--- src/rtl/intid_pkg.sv ---
package intid_pkg;

    localparam int CTRL_W = 8;

    // Bit positions inside the control byte (software decodes them).
    localparam int CB_INIT    = 0;
    localparam int CB_GIE     = 1;
    localparam int CB_STAT_IE = 2;
    localparam int CB_ERR_IE  = 3;
    localparam int CB_ADDL    = 5;
    localparam int CB_CFG     = 6;

    localparam logic [CTRL_W-1:0] CTRL_RESET = 8'h01;

    typedef struct packed {
        logic cfg_chg;
        logic addl_fn;
        logic err_ie;
        logic stat_ie;
        logic glob_ie;
        logic init;
    } ctrl_t;

    function automatic ctrl_t ctrl_unpack(input logic [CTRL_W-1:0] b);
        ctrl_t c;
        c.init    = b[CB_INIT];
        c.glob_ie = b[CB_GIE];
        c.stat_ie = b[CB_STAT_IE];
        c.err_ie  = b[CB_ERR_IE];
        c.addl_fn = b[CB_ADDL];
        c.cfg_chg = b[CB_CFG];
        return c;
    endfunction

    function automatic logic [CTRL_W-1:0] ctrl_pack(input ctrl_t c);
        logic [CTRL_W-1:0] b;
        b             = '0;
        b[CB_INIT]    = c.init;
        b[CB_GIE]     = c.glob_ie;
        b[CB_STAT_IE] = c.stat_ie;
        b[CB_ERR_IE]  = c.err_ie;
        b[CB_ADDL]    = c.addl_fn;
        b[CB_CFG]     = c.cfg_chg;
        return b;
    endfunction

endpackage

--- src/rtl/intid_ctrl_reg.sv ---
module intid_ctrl_reg
    import intid_pkg::*;
(
    input  logic              clk,
    input  logic              rst_n,
    input  logic              we,
    input  logic [CTRL_W-1:0] wdata,
    output ctrl_t             ctrl,
    output logic [CTRL_W-1:0] rdata
);

    typedef struct packed {
        ctrl_t ctrl;
    } state_t;

    state_t st_d, st_q;

    always_comb begin
        st_d = st_q;
        if (we) begin
            st_d.ctrl = ctrl_unpack(wdata);
        end
    end

    always_ff @(posedge clk or negedge rst_n) begin
        if (!rst_n) begin
            st_q.ctrl <= ctrl_unpack(CTRL_RESET);
        end else begin
            st_q <= st_d;
        end
    end

    assign ctrl  = st_q.ctrl;
    assign rdata = ctrl_pack(st_q.ctrl);

endmodule

--- src/rtl/intid_stat_req.sv ---
module intid_stat_req (
    input  logic clk,
    input  logic rst_n,
    input  logic stat_evt,
    input  logic err_evt,
    input  logic stat_ie,
    input  logic err_ie,
    input  logic clr,
    output logic req
);

    typedef struct packed {
        logic req;
    } state_t;

    state_t st_d, st_q;
    logic   set_now;

    always_comb begin
        st_d    = st_q;
        set_now = (stat_evt && stat_ie) || (err_evt && err_ie);
        // Set takes priority over a clearing read so no event is lost.
        if (set_now) begin
            st_d.req = 1'b1;
        end else if (clr) begin
            st_d.req = 1'b0;
        end
    end

    always_ff @(posedge clk or negedge rst_n) begin
        if (!rst_n) begin
            st_q <= '0;
        end else begin
            st_q <= st_d;
        end
    end

    assign req = st_q.req;

endmodule

--- src/rtl/intid_obj_enc.sv ---
module intid_obj_enc #(
    parameter int NUM_OBJ = 15,
    parameter int ID_W    = 8
) (
    input  logic [NUM_OBJ-1:0] pend,
    output logic               hit,
    output logic [ID_W-1:0]    code
);

    localparam int LOW_N = NUM_OBJ - 1;
    localparam logic [ID_W-1:0] TOP_CODE = ID_W'(2);

    // Ripple chain over objects 1..NUM_OBJ-1: the first (lowest) pending wins.
    logic               found [LOW_N+1];
    logic [ID_W-1:0]    ccode [LOW_N+1];

    assign found[0] = 1'b0;
    assign ccode[0] = '0;

    for (genvar k = 1; k <= LOW_N; k++) begin : g_chain
        assign found[k] = found[k-1] || pend[k-1];
        assign ccode[k] = found[k-1] ? ccode[k-1]
                        : (pend[k-1] ? ID_W'(k + 2) : '0);
    end

    always_comb begin
        if (pend[NUM_OBJ-1]) begin
            hit  = 1'b1;
            code = TOP_CODE;
        end else begin
            hit  = found[LOW_N];
            code = ccode[LOW_N];
        end
    end

endmodule

--- src/rtl/intid_prio_enc.sv ---
module intid_prio_enc
    import intid_pkg::*;
#(
    parameter int NUM_OBJ = 15,
    parameter int ID_W    = 8
) (
    input  logic               clk,
    input  logic               rst_n,
    input  logic               ctrl_we,
    input  logic [7:0]         ctrl_wdata,
    output logic [7:0]         ctrl_rdata,
    input  logic               stat_evt,
    input  logic               err_evt,
    input  logic               id_rd,
    input  logic [NUM_OBJ-1:0] obj_pend,
    output logic [ID_W-1:0]    int_id,
    output logic               irq
);

    localparam logic [ID_W-1:0] STAT_CODE = ID_W'(1);

    ctrl_t           ctrl;
    logic            stat_req;
    logic            obj_hit;
    logic [ID_W-1:0] obj_code;
    logic            stat_clr;

    intid_ctrl_reg u_ctrl (
        .clk   (clk),
        .rst_n (rst_n),
        .we    (ctrl_we),
        .wdata (ctrl_wdata),
        .ctrl  (ctrl),
        .rdata (ctrl_rdata)
    );

    // Status sits above every object, so int_id shows 1 exactly when stat_req is set.
    assign stat_clr = id_rd && stat_req;

    intid_stat_req u_stat (
        .clk      (clk),
        .rst_n    (rst_n),
        .stat_evt (stat_evt),
        .err_evt  (err_evt),
        .stat_ie  (ctrl.stat_ie),
        .err_ie   (ctrl.err_ie),
        .clr      (stat_clr),
        .req      (stat_req)
    );

    intid_obj_enc #(
        .NUM_OBJ (NUM_OBJ),
        .ID_W    (ID_W)
    ) u_enc (
        .pend (obj_pend),
        .hit  (obj_hit),
        .code (obj_code)
    );

    always_comb begin
        if (stat_req) begin
            int_id = STAT_CODE;
        end else begin
            int_id = obj_code;
        end
        irq = ctrl.glob_ie && (stat_req || obj_hit);
    end

endmodule

--- config.mk ---
export PLATFORM = sky130hd
export DESIGN_NAME = intid_prio_enc
export DESIGN_NICKNAME = d
export VERILOG_FILES = /design/src/rtl/intid_pkg.sv /design/src/rtl/intid_ctrl_reg.sv /design/src/rtl/intid_stat_req.sv /design/src/rtl/intid_obj_enc.sv /design/src/rtl/intid_prio_enc.sv
export SDC_FILE = /design/constraint.sdc
export NUM_CORES = 1
export LEC_CHECK = 0
export ABC_AREA = 1
export BUFFER_PORTS_ARGS = -buffer_cell sky130_fd_sc_hd__buf_4
export CORE_ASPECT_RATIO = 1.2
export CORE_MARGIN = 2
export CORE_UTILIZATION = 31
export CTS_CLUSTER_SIZE = 10
export DETAILED_ROUTE_END_ITERATION = 16
export PLACE_DENSITY = 0.62
export SLEW_MARGIN = 40
export SYNTH_ARGS = -nofsm -noshare
export SYNTH_HDL_FRONTEND = slang
export SYNTH_SLANG_ARGS = --single-unit
export TNS_END_PERCENT = 5
--- constraint.sdc ---
create_clock -name clk -period 2.7 [get_ports clk]
set_clock_uncertainty 0.1 [all_clocks]
set_input_delay 0.27 -clock clk [delete_from_list [all_inputs] [get_ports clk]]
set_output_delay 0.27 -clock clk [all_outputs]
set_load 0.01 [all_outputs]
==> results of run 1 <==
[per-stage QoR]
stage,cell area [um2],setup WS (ns),std cells,power [mW]
2_1_floorplan,638,1.20,86,0.187
3_3_place_gp,891,0.866,135,0.240
3_5_place_dp,891,0.863,135,0.242
4_1_cts,927,0.859,140,0.339
5_1_grt,927,0.783,140,0.358
6_report,927,0.881,140,0.331
[sequential cells by signal, summed over array words and instances (netlist names)]
| register | flops |
|---|---|
| u_ctrl.ctrl | 6 |
| u_stat.req | 1 |
[path summary, 6_finish.rpt]
kind                                                    to  slack, ns  cells after the start
worst max register to register  u_ctrl.ctrl[2]$_DFFE_PN0P_       1.82                      1
min in group asynchronous       u_ctrl.ctrl[4]$_DFFE_PN0P_       0.28                      2
worst max-delay path                                   irq       0.88                     10
worst min-delay path                u_stat.req$_DFFE_PN0P_       0.14                      2
worst min register to register  u_ctrl.ctrl[5]$_DFFE_PN0P_       0.41                      1
max in group asynchronous       u_ctrl.ctrl[0]$_DFFE_PN1P_       2.02                      2
[metal layers]
layer  wire [um]  GRT usage (%)  share of wire, %  vias up
met5           0              0                 0        -
met1         513           13.3                38      263
met4           0           7.35                 0        0
met2         646           23.6                48       41
li1            -              -                 -      328
met3         199           3.07                15        0
[Yosys cell counts]
| cell | instances |
|---|---|
| a21oi_1 | 2 |
| a21oi_2 | 1 |
| buf_4 | 7 |
| clkbuf_1 | 1 |
| conb_1 | 1 |
| dfrtp_1 | 6 |
| dfstp_2 | 1 |
| inv_1 | 15 |
| inv_2 | 1 |
| mux2_2 | 6 |
| nand2_1 | 14 |
| nand2_2 | 1 |
| nand3_1 | 6 |
| nand3b_1 | 2 |
| nand4_1 | 2 |
| nand4_2 | 1 |
| nand4_4 | 1 |
| nor2_1 | 6 |
| nor2_4 | 4 |
| o211ai_1 | 1 |
| o21ai_0 | 2 |
| o21ai_1 | 1 |
[area by class of cell]
type,instances,area [um2]
Fill cell,187,945
Sequential cell,7,176
Clock buffer,4,26.3
Multi-Input combinational cell,55,345
Tap cell,19,23.8
Timing Repair Buffer,39,295
Inverter,16,60.1
[power by group through the flow]
stage / Combinational (mW) / Clock [mW] / Sequential [mW]
6_report: 0.116 / 0.0905 / 0.125
5_1_grt: 0.127 / 0.104 / 0.126
4_1_cts: 0.117 / 0.0967 / 0.125
3_5_place_dp: 0.116 / 0 / 0.127
3_3_place_gp: 0.114 / 0 / 0.126
2_1_floorplan: 0.0588 / 0 / 0.128
[critical path: cells and delay by family]
kind,cells,cell delay [ns]
AO/OA/AOI/OAI,1,0.15
buffers and inverters,4,0.39
AND/OR/NAND/NOR,5,0.64
[logic make-up (layout without fill, tap and decap cells)]
logic type	Yosys count	after routing
AO/OA/AOI/OAI	7	7
AND/OR/NAND/NOR	37	37
buffers and inverters	24	59
multiplexers	6	6
other	1	5
flip-flops	7	7
[repair_timing]
action | 4_1_cts | 5_1_grt
resized for setup | 0 | 0
hold endpoints to repair | 7 | 0
hold buffers | 1 | 0
==> metrics, run 1 <==
status=finished, final reports clean; worst hold start=id_rd; Sw Share=28.6%; antenna cells=0; RSZ-0062 raised after global routing=false; MaxCap Viol Count=0; final setup violation count=0; Reg2Reg Launch Point=u_ctrl.ctrl[2]$_DFFE_PN0P_; overall routing resource usage=13.0%; CP Launch Type=input pin; layout cell share with drive strength beyond 1=47.1%; XOR/XNOR Fraction of Synth Area=0%; critical setup path kind=in -> out; first-pass GRT wire length=2260 um; crit-path max cell delay=0.15 ns; drt wl/cell=9.71 um; FMAX=0.550 GHz; # DRC=0; largest net degree at the start of global routing=8; Synth Area in Compound Gates=6.63%; fin nets=151; Crit path top cell by count=nor2_4; Vias/cell=4.51; clock root cell=clkbuf_4; largest area contributor in the synthesized netlist=dfrtp_1; total length of routed wires=1360 um; final-report max-slew violation count=0; min Tclk post-route=1.82 ns; post-synth top area share=24.1%; setup_tns=0 ns; most frequent cells in the layout=buf_4 (38), inv_1 (15), nand2_1 (14); antenna viol nets, final=0; final core utilization=49.5%; Syn Area/Cell=7.60 um2; gp weighted congestion=0.806; Hold Violations, Final=0; Syn Inst Count=82; total core area=1870 um2; type of the most critical hold path=in -> reg; post-synthesis sequential area ratio=28.3%; commonest non-fill, non-tap cell in the layout=buf_4; Simple-Gate Fraction of Synth Area=34.9%; Power Internal=0.237 mW; largest family of logic cells by synthesized area=simple AND/OR/NAND/NOR gates; crit path DAT=1.45 ns; Netlist cell types=22; die height=53.1 um; CP Capture Type=output pin; power density over the cells=357 nW/um2; CTS buffer count=3; worst skew pair latency=0.24 ns; Clk pin slew, worst setup/hold paths=0.05 ns; sequential power share=37.8%; DR pass1 iterations=4; Initial Util=33.3%; Max clock buf depth=2; vias in the first global route=599; Std-Cell Rows=17; crit path from=obj_pend[1]; worst-path cell chain=buf_4 -> nor2_4 -> inv_2 -> nor2_4 -> nand4_4 -> nor2_4 -> nand4_2 -> o21ai_1 -> inv_1 -> buf_4; Syn Std Cell Area=623 um2; DP HPWL=1190 um; critical path peak fanout=5; CTS tree=done; Setup Buffers After CTS=0; H-tree Lvls=1; global route total overflow=0; worst vdd ir=0.240 mV; antenna violations before repair=0; reported net switching power=0.0945 mW; die area=2390 um2; die width=44.9 um; synthesis-stage register bit count=7; Period Utilization, post-route=67.4%; yosys warns=0; WP data required=2.33 ns; WHS=0.137 ns; area growth from synthesis to layout=48.8%; largest cells by area after synthesis=dfrtp_1 (24%), mux2_2 (11%), inv_1 (9.0%); Clock power frac=27.3%; P_leak=0.494 nW; highest-delay cell along the critical path=nor2_4; Port-buffer cells=38; Iteration-0 DRC Markers=4; Comb power frac=34.9%; # IOs=46; clock sink count=7; Vias=632; Post-Synth Adder-Cell Area=0%; mux contribution to synthesized area=10.8%
(Power assumes the default switching activity.)
==> run 2: changes to the inputs <==
==> constraint.sdc (replaced) <==
create_clock -name clk -period 1.7 [get_ports clk]
set_clock_uncertainty 0.1 [all_clocks]
set_input_delay 0.17 -clock clk [delete_from_list [all_inputs] [get_ports clk]]
set_output_delay 0.17 -clock clk [all_outputs]
set_load 0.01 [all_outputs]
==> metrics, run 2 (synthesized netlist as in run 1, its figures left out) <==
status=finished, final reports clean; first-pass GRT wire length=2280 um; gp weighted congestion=0.807; final core utilization=49.9%; Vias/cell=4.55; clock root cell=clkbuf_4; crit-path max cell delay=0.15 ns; Initial Util=33.3%; area growth from synthesis to layout=49.8%; area of the multi-input gates=352 um2; Port-buffer cells=38; worst-path cell chain=buf_4 -> nor2_4 -> inv_2 -> nor2_4 -> nand4_4 -> nor2_4 -> nand4_2 -> o21ai_2 -> inv_1 -> buf_4; setup_tns=0 ns; Iteration-0 DRC Markers=12; H-tree Lvls=1; antenna cells=0; vias in the first global route=603; Clk pin slew, worst setup/hold paths=0.05 ns; flop-to-flop setup slack=0.81 ns; WHS=0.0190 ns; FMAX=0.616 GHz; critical path peak fanout=5; critical setup path kind=in -> out; antenna violations before repair=0; drt wl/cell=10.2 um; antenna viol nets, final=0; WP data required=1.43 ns; crit path DAT=1.35 ns; die area=2390 um2; FF-to-FF End=u_ctrl.ctrl[1]$_DFFE_PN0P_; register with the most flip-flops=u_ctrl.ctrl; Max clock buf depth=2; clock sink count=7; total length of routed wires=1430 um; worst hold start=id_rd; layout cell share with drive strength beyond 1=48.8%; total core area=1870 um2; worst reg-to-reg path cell count=1; worst skew pair latency=0.26 ns; number of cells after detailed placement=135; MaxCap Viol Count=0; die width=44.9 um; commonest non-fill, non-tap cell in the layout=buf_4; final-report max-slew violation count=0; worst vdd ir=0.401 mV; register area=176 um2; Hold Violations, Final=0; die height=53.1 um; most frequent cells in the layout=buf_4 (38), inv_1 (15), nand2_1 (14); Buf/Inv on CP=4; RSZ-0062 raised after global routing=true; # DRC=0; Crit path top cell by count=nor2_4; Reg2Reg Launch Point=u_ctrl.ctrl[1]$_DFFE_PN0P_; WHS Path Cells=2; P_leak=0.495 nW; Period Utilization, post-route=95.5%; fin cells=140; fin nets=151; CTS buffer count=3; Setup Buffers After CTS=0; DR pass1 iterations=4; # IOs=46; overall power=0.541 mW; CTS tree=done; top cell family by delay on the critical path=simple AND/OR/NAND/NOR gates; Fillers=185; Vias=637; type of the most critical hold path=in -> reg; WHS Endpoint=u_stat.req$_DFFE_PN0P_; global route total overflow=0; final setup violation count=0; power density over the cells=579 nW/um2; CP Capture Type=output pin; CP Launch Type=input pin; min Tclk post-route=1.62 ns; Largest register FFs=6; overall routing resource usage=13.4%; largest net degree at the start of global routing=8; highest-delay cell along the critical path=nor2_4; Std-Cell Rows=17; DP HPWL=1210 um
-- run 2: cell count changes in the layout (fill, tap and decap cells not counted) --
cell	delta
nor2_1	-1
nor2_2	+1
o21ai_1	-1
o21ai_2	+1
-- run 2: metrics by stage --
stage	setup slack (ns)	cell area, um2
after floorplan	0.401	638
after global placement	0.0678	891
after detailed placement	0.0527	891
after global routing	-0.0197	933
final	0.0758	933
after CTS	0.0461	927
-- run 2: power breakdown --
| part | internal [mW] | total (mW) | switching [mW] |
|---|---|---|---|
| registers | 0.186 | 0.199 | 0.0125 |
| logic | 0.101 | 0.186 | 0.0850 |
| clock network | 0.0899 | 0.156 | 0.0662 |
| total | 0.377 | 0.541 | 0.164 |
-- run 2: layout make-up --
class | count | share of cell area, %
inverters | 16 | 6.43
repair buffers | 39 | 31.6
multi-input cells | 55 | 37.7
well taps | 19 | 2.55
clock buffers | 4 | 2.82
flip-flops and latches | 7 | 18.9
-- run 2: how the worst max path moves through the flow --
stage                      from         to  slack (ns)  depth (start not counted)
global placement    obj_pend[3]        irq        0.07                         10
finish              obj_pend[1]        irq        0.08                         10
CTS                 obj_pend[1]        irq        0.05                         10
floorplan           obj_pend[3]  int_id[1]        0.40                          9
detailed placement  obj_pend[1]        irq        0.05                         10
global route        obj_pend[1]  int_id[3]       -0.02                         10
-- run 2: timing repair --
item,in CTS,in global routing
gates resized for setup,0,2
hold buffers,1,0
endpoints found under the setup margin,0,3
endpoints found under the hold margin,7,0
-- run 2: per-layer routing --
layer	vias up	track usage [%]	wire length, um
met5	-	0	0
met4	0	8.82	29
met3	3	2.05	183
met2	41	25.2	688
met1	269	12.8	523
li1	324	-	-
